===== src/rtl/icap_pkg.sv =====
package icap_pkg;

  typedef enum logic [1:0] {
    EDGE_FALL = 2'b00,
    EDGE_RISE = 2'b01,
    EDGE_BOTH = 2'b10,
    EDGE_NONE = 2'b11
  } edge_sel_e;

  localparam logic [2:0] RA_CTRL  = 3'd0;
  localparam logic [2:0] RA_TRIG  = 3'd1;
  localparam logic [2:0] RA_STAT  = 3'd2;
  localparam logic [2:0] RA_CAP   = 3'd3;
  localparam logic [2:0] RA_COUNT = 3'd4;

  // Qualifying-edge test on the accepted level and its previous value.
  function automatic logic edge_hit(edge_sel_e sel, logic cur, logic prv);
    case (sel)
      EDGE_FALL: return prv & ~cur;
      EDGE_RISE: return cur & ~prv;
      EDGE_BOTH: return cur ^ prv;
      default:   return 1'b0;
    endcase
  endfunction

endpackage


===== src/rtl/icap_in_cond.sv =====
module icap_in_cond
  import icap_pkg::*;
#(
  parameter int SYNC     = 2,
  parameter int FILT_LEN = 2
) (
  input  logic      clk,
  input  logic      rst_n,
  input  logic      clr,
  input  logic      pin_in,
  input  logic      filt_en,
  input  edge_sel_e sel,
  output logic      hit
);
  localparam int HW = FILT_LEN - 1;

  logic [SYNC-1:0] sync_q;
  logic [HW-1:0]   hist_q;
  logic            lvl_q, lvl_d_q, s_in, stable;

  assign s_in = sync_q[SYNC-1];

  always_ff @(posedge clk or negedge rst_n) begin
    if (!rst_n)   sync_q <= '0;
    else if (clr) sync_q <= '0;
    else          sync_q <= {sync_q[SYNC-2:0], pin_in};
  end

  generate
    if (HW == 1) begin : g_hist1
      always_ff @(posedge clk or negedge rst_n) begin
        if (!rst_n)   hist_q <= '0;
        else if (clr) hist_q <= '0;
        else          hist_q <= s_in;
      end
    end else begin : g_histn
      always_ff @(posedge clk or negedge rst_n) begin
        if (!rst_n)   hist_q <= '0;
        else if (clr) hist_q <= '0;
        else          hist_q <= {hist_q[HW-2:0], s_in};
      end
    end
  endgenerate

  assign stable = (&{hist_q, s_in}) | ~(|{hist_q, s_in});

  always_ff @(posedge clk or negedge rst_n) begin
    if (!rst_n) begin
      lvl_q   <= 1'b0;
      lvl_d_q <= 1'b0;
    end else if (clr) begin
      lvl_q   <= 1'b0;
      lvl_d_q <= 1'b0;
    end else begin
      lvl_q   <= filt_en ? (stable ? s_in : lvl_q) : s_in;
      lvl_d_q <= lvl_q;
    end
  end

  assign hit = edge_hit(sel, lvl_q, lvl_d_q);

endmodule


===== src/rtl/icap_regs.sv =====
module icap_regs
  import icap_pkg::*;
#(
  parameter int W  = 16,
  parameter int AW = 3
) (
  input  logic          clk,
  input  logic          rst_n,
  input  logic          unit_en,
  input  logic          running,
  input  logic          wr_en,
  input  logic [AW-1:0] wr_addr,
  input  logic [W-1:0]  wr_data,
  output edge_sel_e     sel,
  output logic          sirq_en,
  output logic          filt_en,
  output logic          start_req,
  output logic          stop_req
);
  logic wr_ctrl, wr_trig;

  assign wr_ctrl   = unit_en & wr_en & (wr_addr == AW'(RA_CTRL));
  assign wr_trig   = unit_en & wr_en & (wr_addr == AW'(RA_TRIG));
  assign start_req = wr_trig & wr_data[0];
  assign stop_req  = wr_trig & wr_data[1];

  always_ff @(posedge clk or negedge rst_n) begin
    if (!rst_n) begin
      sel     <= EDGE_FALL;
      sirq_en <= 1'b0;
      filt_en <= 1'b0;
    end else if (!unit_en) begin
      sel     <= EDGE_FALL;
      sirq_en <= 1'b0;
      filt_en <= 1'b0;
    end else if (wr_ctrl) begin
      sel <= edge_sel_e'(wr_data[1:0]);
      if (!running) begin
        sirq_en <= wr_data[2];
        filt_en <= wr_data[3];
      end
    end
  end

endmodule


===== src/rtl/icap_core.sv =====
module icap_core #(
  parameter int W = 16
) (
  input  logic         clk,
  input  logic         rst_n,
  input  logic         unit_en,
  input  logic         tick,
  input  logic         start_req,
  input  logic         stop_req,
  input  logic         edge_hit,
  input  logic         sirq_en,
  output logic         running,
  output logic [W-1:0] count,
  output logic [W-1:0] cap,
  output logic         ovf,
  output logic         irq,
  output logic         cap_evt,
  output logic         wrap_now,
  output logic         start_idle,
  output logic         stop_evt
);
  logic wrapped_q;

  function automatic logic [W-1:0] count_next(logic [W-1:0] c);
    return c + W'(1);
  endfunction

  assign stop_evt   = unit_en & stop_req;
  assign start_idle = unit_en & start_req & ~stop_req & ~running;
  assign cap_evt    = unit_en & ~stop_req & running & (edge_hit | start_req);
  assign wrap_now   = running & tick & (&count);

  always_ff @(posedge clk or negedge rst_n) begin
    if (!rst_n) begin
      running <= 1'b0; count <= '0; cap <= '0;
      ovf <= 1'b0; irq <= 1'b0; wrapped_q <= 1'b0;
    end else if (!unit_en) begin
      running <= 1'b0; count <= '0; cap <= '0;
      ovf <= 1'b0; irq <= 1'b0; wrapped_q <= 1'b0;
    end else begin
      irq <= 1'b0;
      if (stop_evt) begin
        running <= 1'b0;
      end else if (start_idle) begin
        running   <= 1'b1;
        count     <= '0;
        wrapped_q <= 1'b0;
        irq       <= sirq_en;
      end else if (cap_evt) begin
        cap       <= count;
        count     <= '0;
        ovf       <= wrapped_q | wrap_now;
        wrapped_q <= 1'b0;
        irq       <= 1'b1;
      end else if (running && tick) begin
        count <= count_next(count);
        if (wrap_now) wrapped_q <= 1'b1;
      end
    end
  end

endmodule


===== src/rtl/icap_timer.sv =====
module icap_timer
  import icap_pkg::*;
#(
  parameter int W        = 16,
  parameter int AW       = 3,
  parameter int SYNC     = 2,
  parameter int FILT_LEN = 2
) (
  input  logic          clk,
  input  logic          rst_n,
  input  logic          unit_en,
  input  logic          cnt_tick,
  input  logic          pin_in,
  input  logic          wr_en,
  input  logic [AW-1:0] wr_addr,
  input  logic [W-1:0]  wr_data,
  input  logic [AW-1:0] rd_addr,
  output logic [W-1:0]  rd_data,
  output logic          irq
);
  edge_sel_e    sel;
  logic         sirq_en, filt_en, start_req, stop_req, hit;
  logic         running, ovf, cap_evt, wrap_now, start_idle, stop_evt;
  logic [W-1:0] count, cap;

  icap_in_cond #(.SYNC(SYNC), .FILT_LEN(FILT_LEN)) u_in (
    .clk(clk), .rst_n(rst_n), .clr(~unit_en), .pin_in(pin_in),
    .filt_en(filt_en), .sel(sel), .hit(hit)
  );

  icap_regs #(.W(W), .AW(AW)) u_regs (
    .clk(clk), .rst_n(rst_n), .unit_en(unit_en), .running(running),
    .wr_en(wr_en), .wr_addr(wr_addr), .wr_data(wr_data),
    .sel(sel), .sirq_en(sirq_en), .filt_en(filt_en),
    .start_req(start_req), .stop_req(stop_req)
  );

  icap_core #(.W(W)) u_core (
    .clk(clk), .rst_n(rst_n), .unit_en(unit_en), .tick(cnt_tick),
    .start_req(start_req), .stop_req(stop_req), .edge_hit(hit),
    .sirq_en(sirq_en), .running(running), .count(count), .cap(cap),
    .ovf(ovf), .irq(irq), .cap_evt(cap_evt), .wrap_now(wrap_now),
    .start_idle(start_idle), .stop_evt(stop_evt)
  );

  always_comb begin
    case (rd_addr)
      AW'(RA_CTRL):  rd_data = W'({filt_en, sirq_en, sel});
      AW'(RA_STAT):  rd_data = W'({ovf, running});
      AW'(RA_CAP):   rd_data = cap;
      AW'(RA_COUNT): rd_data = count;
      default:       rd_data = '0;
    endcase
  end

endmodule


===== config.mk =====
export PLATFORM = sky130hd
export DESIGN_NAME = icap_timer
export DESIGN_NICKNAME = d
export VERILOG_FILES = /design/src/rtl/icap_pkg.sv /design/src/rtl/icap_in_cond.sv /design/src/rtl/icap_regs.sv /design/src/rtl/icap_core.sv /design/src/rtl/icap_timer.sv
export SDC_FILE = /design/constraint.sdc
export NUM_CORES = 1
export LEC_CHECK = 0
export BUFFER_PORTS_ARGS = -buffer_cell sky130_fd_sc_hd__buf_2
export CORE_ASPECT_RATIO = 0.9
export CORE_MARGIN = 2
export CORE_UTILIZATION = 46
export CTS_CLUSTER_SIZE = 28
export DETAILED_ROUTE_END_ITERATION = 10
export PLACE_DENSITY = 0.79
export REMOVE_ABC_BUFFERS = 1
export SYNTH_ARGS = -nofsm -noshare
export SYNTH_HDL_FRONTEND = slang
export SYNTH_SLANG_ARGS = --single-unit

===== constraint.sdc =====
create_clock -name clk -period 1.95 [get_ports clk]
set_input_delay 0.585 -clock clk [delete_from_list [all_inputs] [get_ports clk]]
set_output_delay 0.585 -clock clk [all_outputs]
set_load 0.05 [all_outputs]

## After elaboration in Yosys (flattened, before gate mapping)

Index checks and enable logic that the tools add are counted.

- Input port bits: 28
- Output and inout bits: 17
- Register bits: 45
- Logic and storage cells: 107

- Muxes and demuxes: 42
- Eq/ne operators: 15
- Bitwise gates (word level): 25
- Reductions and logical operators: 11
- Add/sub/neg operators: 1

Operators by type and width:

| kind | number |
|---|---|
| two-way mux 16 bit | 9 |
| one-hot mux 16 bit (4 select lines) | 1 |
| two-way mux 1 bit | 28 |
| adder 16 x 1 -> 16 bit, second input constant | 1 |
| AND 1 bit | 16 |
| AND reduction 16 bit | 1 |
| != test 4 x 1 -> 1 bit, second input constant | 2 |
| equality test 3 x 2 -> 1 bit, second input constant | 2 |
| zero test 3 bit | 2 |
| two-way mux 2 bit | 3 |
| != test 2 bit, second input constant | 3 |
| AND reduction 2 bit | 3 |
| AND reduction 3 bit | 2 |
| inverter 1 bit | 5 |
| != test 2 x 1 -> 1 bit, second input constant | 2 |
| equality test 3 x 1 -> 1 bit, second input constant | 1 |
| equality test 3 bit, second input constant | 1 |
| != test 3 x 1 -> 1 bit, second input constant | 1 |
| != test 3 bit, second input constant | 1 |
| bitwise OR 1 bit | 3 |
| one-hot mux 1 bit (3 select lines) | 1 |
| equality test 2 x 1 -> 1 bit, second input constant | 1 |
| equality test 2 bit, second input constant | 1 |
| zero test 2 bit | 1 |
| 3 further kinds | 3 |

## Logic depth before layout (Yosys ltp)

- Depth in word-level cells: 11
- Depth in mapped cells: 8
- Mapped depth without buffers: 6

## Cells and area by module

A second synthesis with hierarchy kept.

- Cell total of the unflattened synthesis: 267
- Area, all modules: 2439.8 µm²

By module, submodules not included:

| module | times used | seq. area each (µm²) | area an instance (µm²) | cells an instance |
|---|---|---|---|---|
| icap_core | 1 | 900.9 | 1697.9 | 187 |
| icap_timer | 1 | 0.0 | 291.5 | 36 |
| icap_in_cond | 1 | 125.1 | 231.5 | 22 |
| icap_regs | 1 | 100.1 | 219.0 | 22 |

## Worst setup path before layout

OpenSTA, ideal clock, no wires.

- Kind: in2out
- Start: in rd_addr[2]
- End: out rd_data[1]
- Stages: 3
- Buffers on the path: 0
- Data arrival time: 1915 ps
- Path slack: -550 ps
- Path through: nor2b_1 -> a21oi_1 -> o21ai_0

- Longest elaborated chain between the ends: 2
- Elaborated cells on any way between the ends: 5
- Classes of those cells: eq/ne (3); mux (1); reduce/logical (1)

RTL lines:

| element | RTL line | source |
|---|---|---|
| start, declared | icap_timer.sv:17 | `input logic [AW-1:0] rd_addr,` |
| equality test 3 bit, or another cell as far along | icap_timer.sv:47 | `case (rd_addr)` |
| one-hot mux 16 bit (4 select lines) (*) | icap_timer.sv:47 |  |
| end, declared | icap_timer.sv:18 | `output logic [W-1:0] rd_data,` |

Every way passes the cells marked *; elsewhere a longest branch is shown, timed or not.

## Final worst setup path

- Start: in rd_addr[1]
- End: out rd_data[5]

Same word-level chain as after synthesis.

==> results.tsv <==
stage	metric	value	unit
timing	setup repair after global routing missed its margin	true	
critical_path	Critical Path Fanout Max	8	
clock_network	H-tree level count	2	
route	drt drc	0	
yosys	Avg Inst Size Synth	9.78	um2
yosys	Mapped Area	2510	um2
final_layout	antenna fix cells	0	
final_layout	Post-Layout Inst Area	3190	um2
min_path	Hold/Removal Path Class	primary input to asynchronous set/reset pin	
final_layout	area added between synthesis and finish	26.9	%
critical_path	Reg2Reg Setup Slack	0.14	ns
power_and_ir_drop	Peak VDD IR	0.434	mV
global_routing	first-pass GRT wire length	10100	um
yosys	Synth Warn #	0	
clock_network	buffer type at the clock tree root	sky130_fd_sc_hd__clkbuf_8	
critical_path	Data required, critical path	1.36	ns
outcome	outcome	complete, but fails checks	
clock_network	number of buffers added to fix hold violations after cts	0	
route	ANT nets after route	0	
final_layout	fill cell total of the finished layout	424	
power_and_ir_drop	leakage power summed over all cells	1.49	nW
yosys	Synth Instances	257	
timing	crit path setup slack, layout	-0.219	ns
place	Final HPWL DP	4090	um
global_routing	number of global-route vias before repair	2092	
floorplanning	row count	25	
global_routing	combined global-route utilization of all metal layers	21.8	%
timing	highest achievable clock rate	0.461	GHz
timing	final hold violation count	0	
place	setup slack at placement	-0.266	ns
critical_path	crit path capture type	primary output	
yosys	register area share after synthesis	44.8	%
critical_path	startpoint type of the worst setup path	primary input	
global_routing	number of antenna violations at the first check in global routing	0	
timing	final max-slew violation count	0	
global_routing	overflow left after global routing	0	
clock_network	TritonCTS buffer count	5	
place	DP Cell Count	362	
place	final weighted congestion in routability-driven placement	0.832	
yosys	Synth area leader	sky130_fd_sc_hd__dfrtp_1	
power_and_ir_drop	Power Total	0.00172	W
power_and_ir_drop	power per cell area	540	nW/um2
global_routing	pin count of the biggest net entering global routing	21	
timing	transition time at the pin with the least slew margin	0.418	ns
clock_network	clock tree from TritonCTS	done	
clock_network	clock transition at the registers of the reported paths	0.08	ns
yosys	portion of synthesized cell area occupied by the leading cell type	44.8	%
critical_path	CP arrival	1.58	ns
yosys	biggest area contributors in the synthesized netlist	sky130_fd_sc_hd__dfrtp_1 (45%), sky130_fd_sc_hd__mux2i_1 (9.6%), sky130_fd_sc_hd__nand2_1 (4.9%)	
timing	post-route minimum period	2.17	ns
clock_network	clock latency on the worst-skew pair	0.30	ns
place	count of buffers from port buffering	32	
route	starting DRC count in detailed routing	188	
final_layout	Layout Nets	339	
floorplanning	Initial Utilization	47.8	%
route	total vias in the final route	2146	
floorplanning	die span in x	81.9	um
floorplanning	area of the core	5260	um2
floorplanning	floorplan die height	74.1	um
route	routed len/inst	16.3	um
place	instance area after placement	2850	um2
final_layout	most frequent standard cell in the layout excluding fill and tap cells	sky130_fd_sc_hd__dfrtp_1	
final_layout	fraction of layout cells with a size suffix above 1	30.1	%
timing	share of the cycle needed by the critical path after routing	111	%
outcome	violated checks	setup timing	
job	Max-Cap Viols	0	
clock_network	Max Buffers Root-to-Sink	2	
timing	setup violators final	16	
yosys	number of library cell types mapped by synthesis	47	
route	WL final	6110	um
final_layout	commonest non-fill, non-tap cells in the layout	sky130_fd_sc_hd__dfrtp_1 (45), sky130_fd_sc_hd__nand2_1 (31), sky130_fd_sc_hd__mux2i_1 (24)	
timing	Max-Slew Margin vs Limit	72.1	%
timing	Clock Skew	0.00525	ns
clock_network	TritonCTS sink count	45	
critical_path	Worst Path Class, Setup	primary input to primary output	
yosys	register bit total from synthesis	45	
floorplanning	top-level I/O count	45	
floorplanning	die area	6070	um2
route	drt pass-1 iters	4	
final_layout	final standard cell count with taps included and fillers excluded	376	
route	per-cell via count in the routed design	5.71	
logic make-up (layout without fill, tap and decap cells):
kind of cell | Yosys count | after routing | synth area share [%]
muxes | 24 | 24 | 9.56
buffers and inverters | 35 | 87 | 6.77
and+or+nand+nor | 89 | 89 | 19.6
adders and majority gates | 3 | 3 | 1.49
DFF | 45 | 45 | 44.8
xor gates and xnor gates | 5 | 5 | 1.74
AOI/OAI and AO/OA | 56 | 56 | 16.0
per-layer routing:
layer | GRT usage (%) | part of all wire, %
met5 | 0 | 0
met1 | 30.8 | 45
met3 | 3.64 | 4.6
met4 | 5.74 | 1.8
met2 | 35.0 | 48
worst max-delay path, cell delays in order:
cell	delay, ns
sky130_fd_sc_hd__buf_8	0.10
sky130_fd_sc_hd__buf_6	0.11
sky130_fd_sc_hd__and3b_2	0.23
sky130_fd_sc_hd__clkbuf_16	0.18
sky130_fd_sc_hd__a22o_1	0.21
sky130_fd_sc_hd__buf_6	0.15
cell usage after synthesis, drive strengths merged:
library cell	n
or4	5
nand4	6
o22ai	1
or4b	1
clkbuf	6
o2111ai	1
a221o	1
and3	3
inv	20
o41ai	1
a2111oi	2
a31oi	1
nand2	34
or3	4
a21boi	1
dfrtp	45
a21o	1
ha	3
nor3	2
and4bb	1
nor2	14
nand3	6
nor2b	2
and2	6
nand2b	1
o31ai	7
and3b	1
buf	9
a22o	12
mux2i	24
xnor2	5
and4	2
o211a	1
a21oi	14
o211ai	2
a41oi	1
nand4bb	1
o21ai	10
sequential cells by signal, indices dropped and copies added (netlist names):
register / cells
u_core.irq: 1
u_core.cap: 16
u_in.sync_q: 2
u_core.running: 1
u_core.wrapped_q: 1
u_core.count: 16
u_in.lvl_q: 1
u_in.lvl_d_q: 1
u_in.hist_q: 1
u_regs.filt_en: 1
u_regs.sirq_en: 1
u_regs.sel: 2
u_core.ovf: 1
stage by stage:
| stage | util (%) | hold slack [ns] | setup TNS (ns) |
|---|---|---|---|
| 6_report | 60.7 | 0.196 | -3.09 |
| 5_1_grt | 60.7 | 0.223 | -3.44 |
| 4_1_cts | 60.0 | 0.208 | -2.64 |
| 3_5_place_dp | 54.2 | 0.452 | -3.87 |
| 3_3_place_gp | 54.2 | 0.437 | -3.59 |
| 2_1_floorplan | - | 0.289 | -20.20 |
area by class of cell:
cell class,instances,area (um2),area share (%)
inverters,20,75.1,2.35
well taps,67,83.8,2.63
multi-input cells,177,1270,39.8
repair buffers,59,533,16.7
flip-flops and latches,45,1130,35.3
clock buffers,7,96.3,3.02
clock inverters,1,5.00,0.157
repair_timing:
item,CTS,global route
buffers inserted,3,1
gates cloned,2,0
pin swaps,2,3
gates resized for setup,48,10
endpoints found under the setup margin,16,18
worst paths after layout:
| check | to | start | cells after the start |
|---|---|---|---|
| max | rd_data[5] | rd_addr[1] | 6 |
| min | u_regs.sirq_en | rst_n | 1 |
| max reg2reg | u_core.count[10] | u_core.count[1] | 6 |
| min reg2reg | u_in.sync_q[1] | u_in.sync_q[0] | 1 |
| max in group asynchronous | u_core.cap[6] | rst_n | 2 |
| min in group clk | u_in.sync_q[1] | u_in.sync_q[0] | 1 |
power breakdown:
group          internal, W  switching [W]
Sequential        0.000937     0.00000394
Clock             0.000320       0.000310
Combinational    0.0000633      0.0000860
Note: power is estimated with default switching activity, not from simulation.
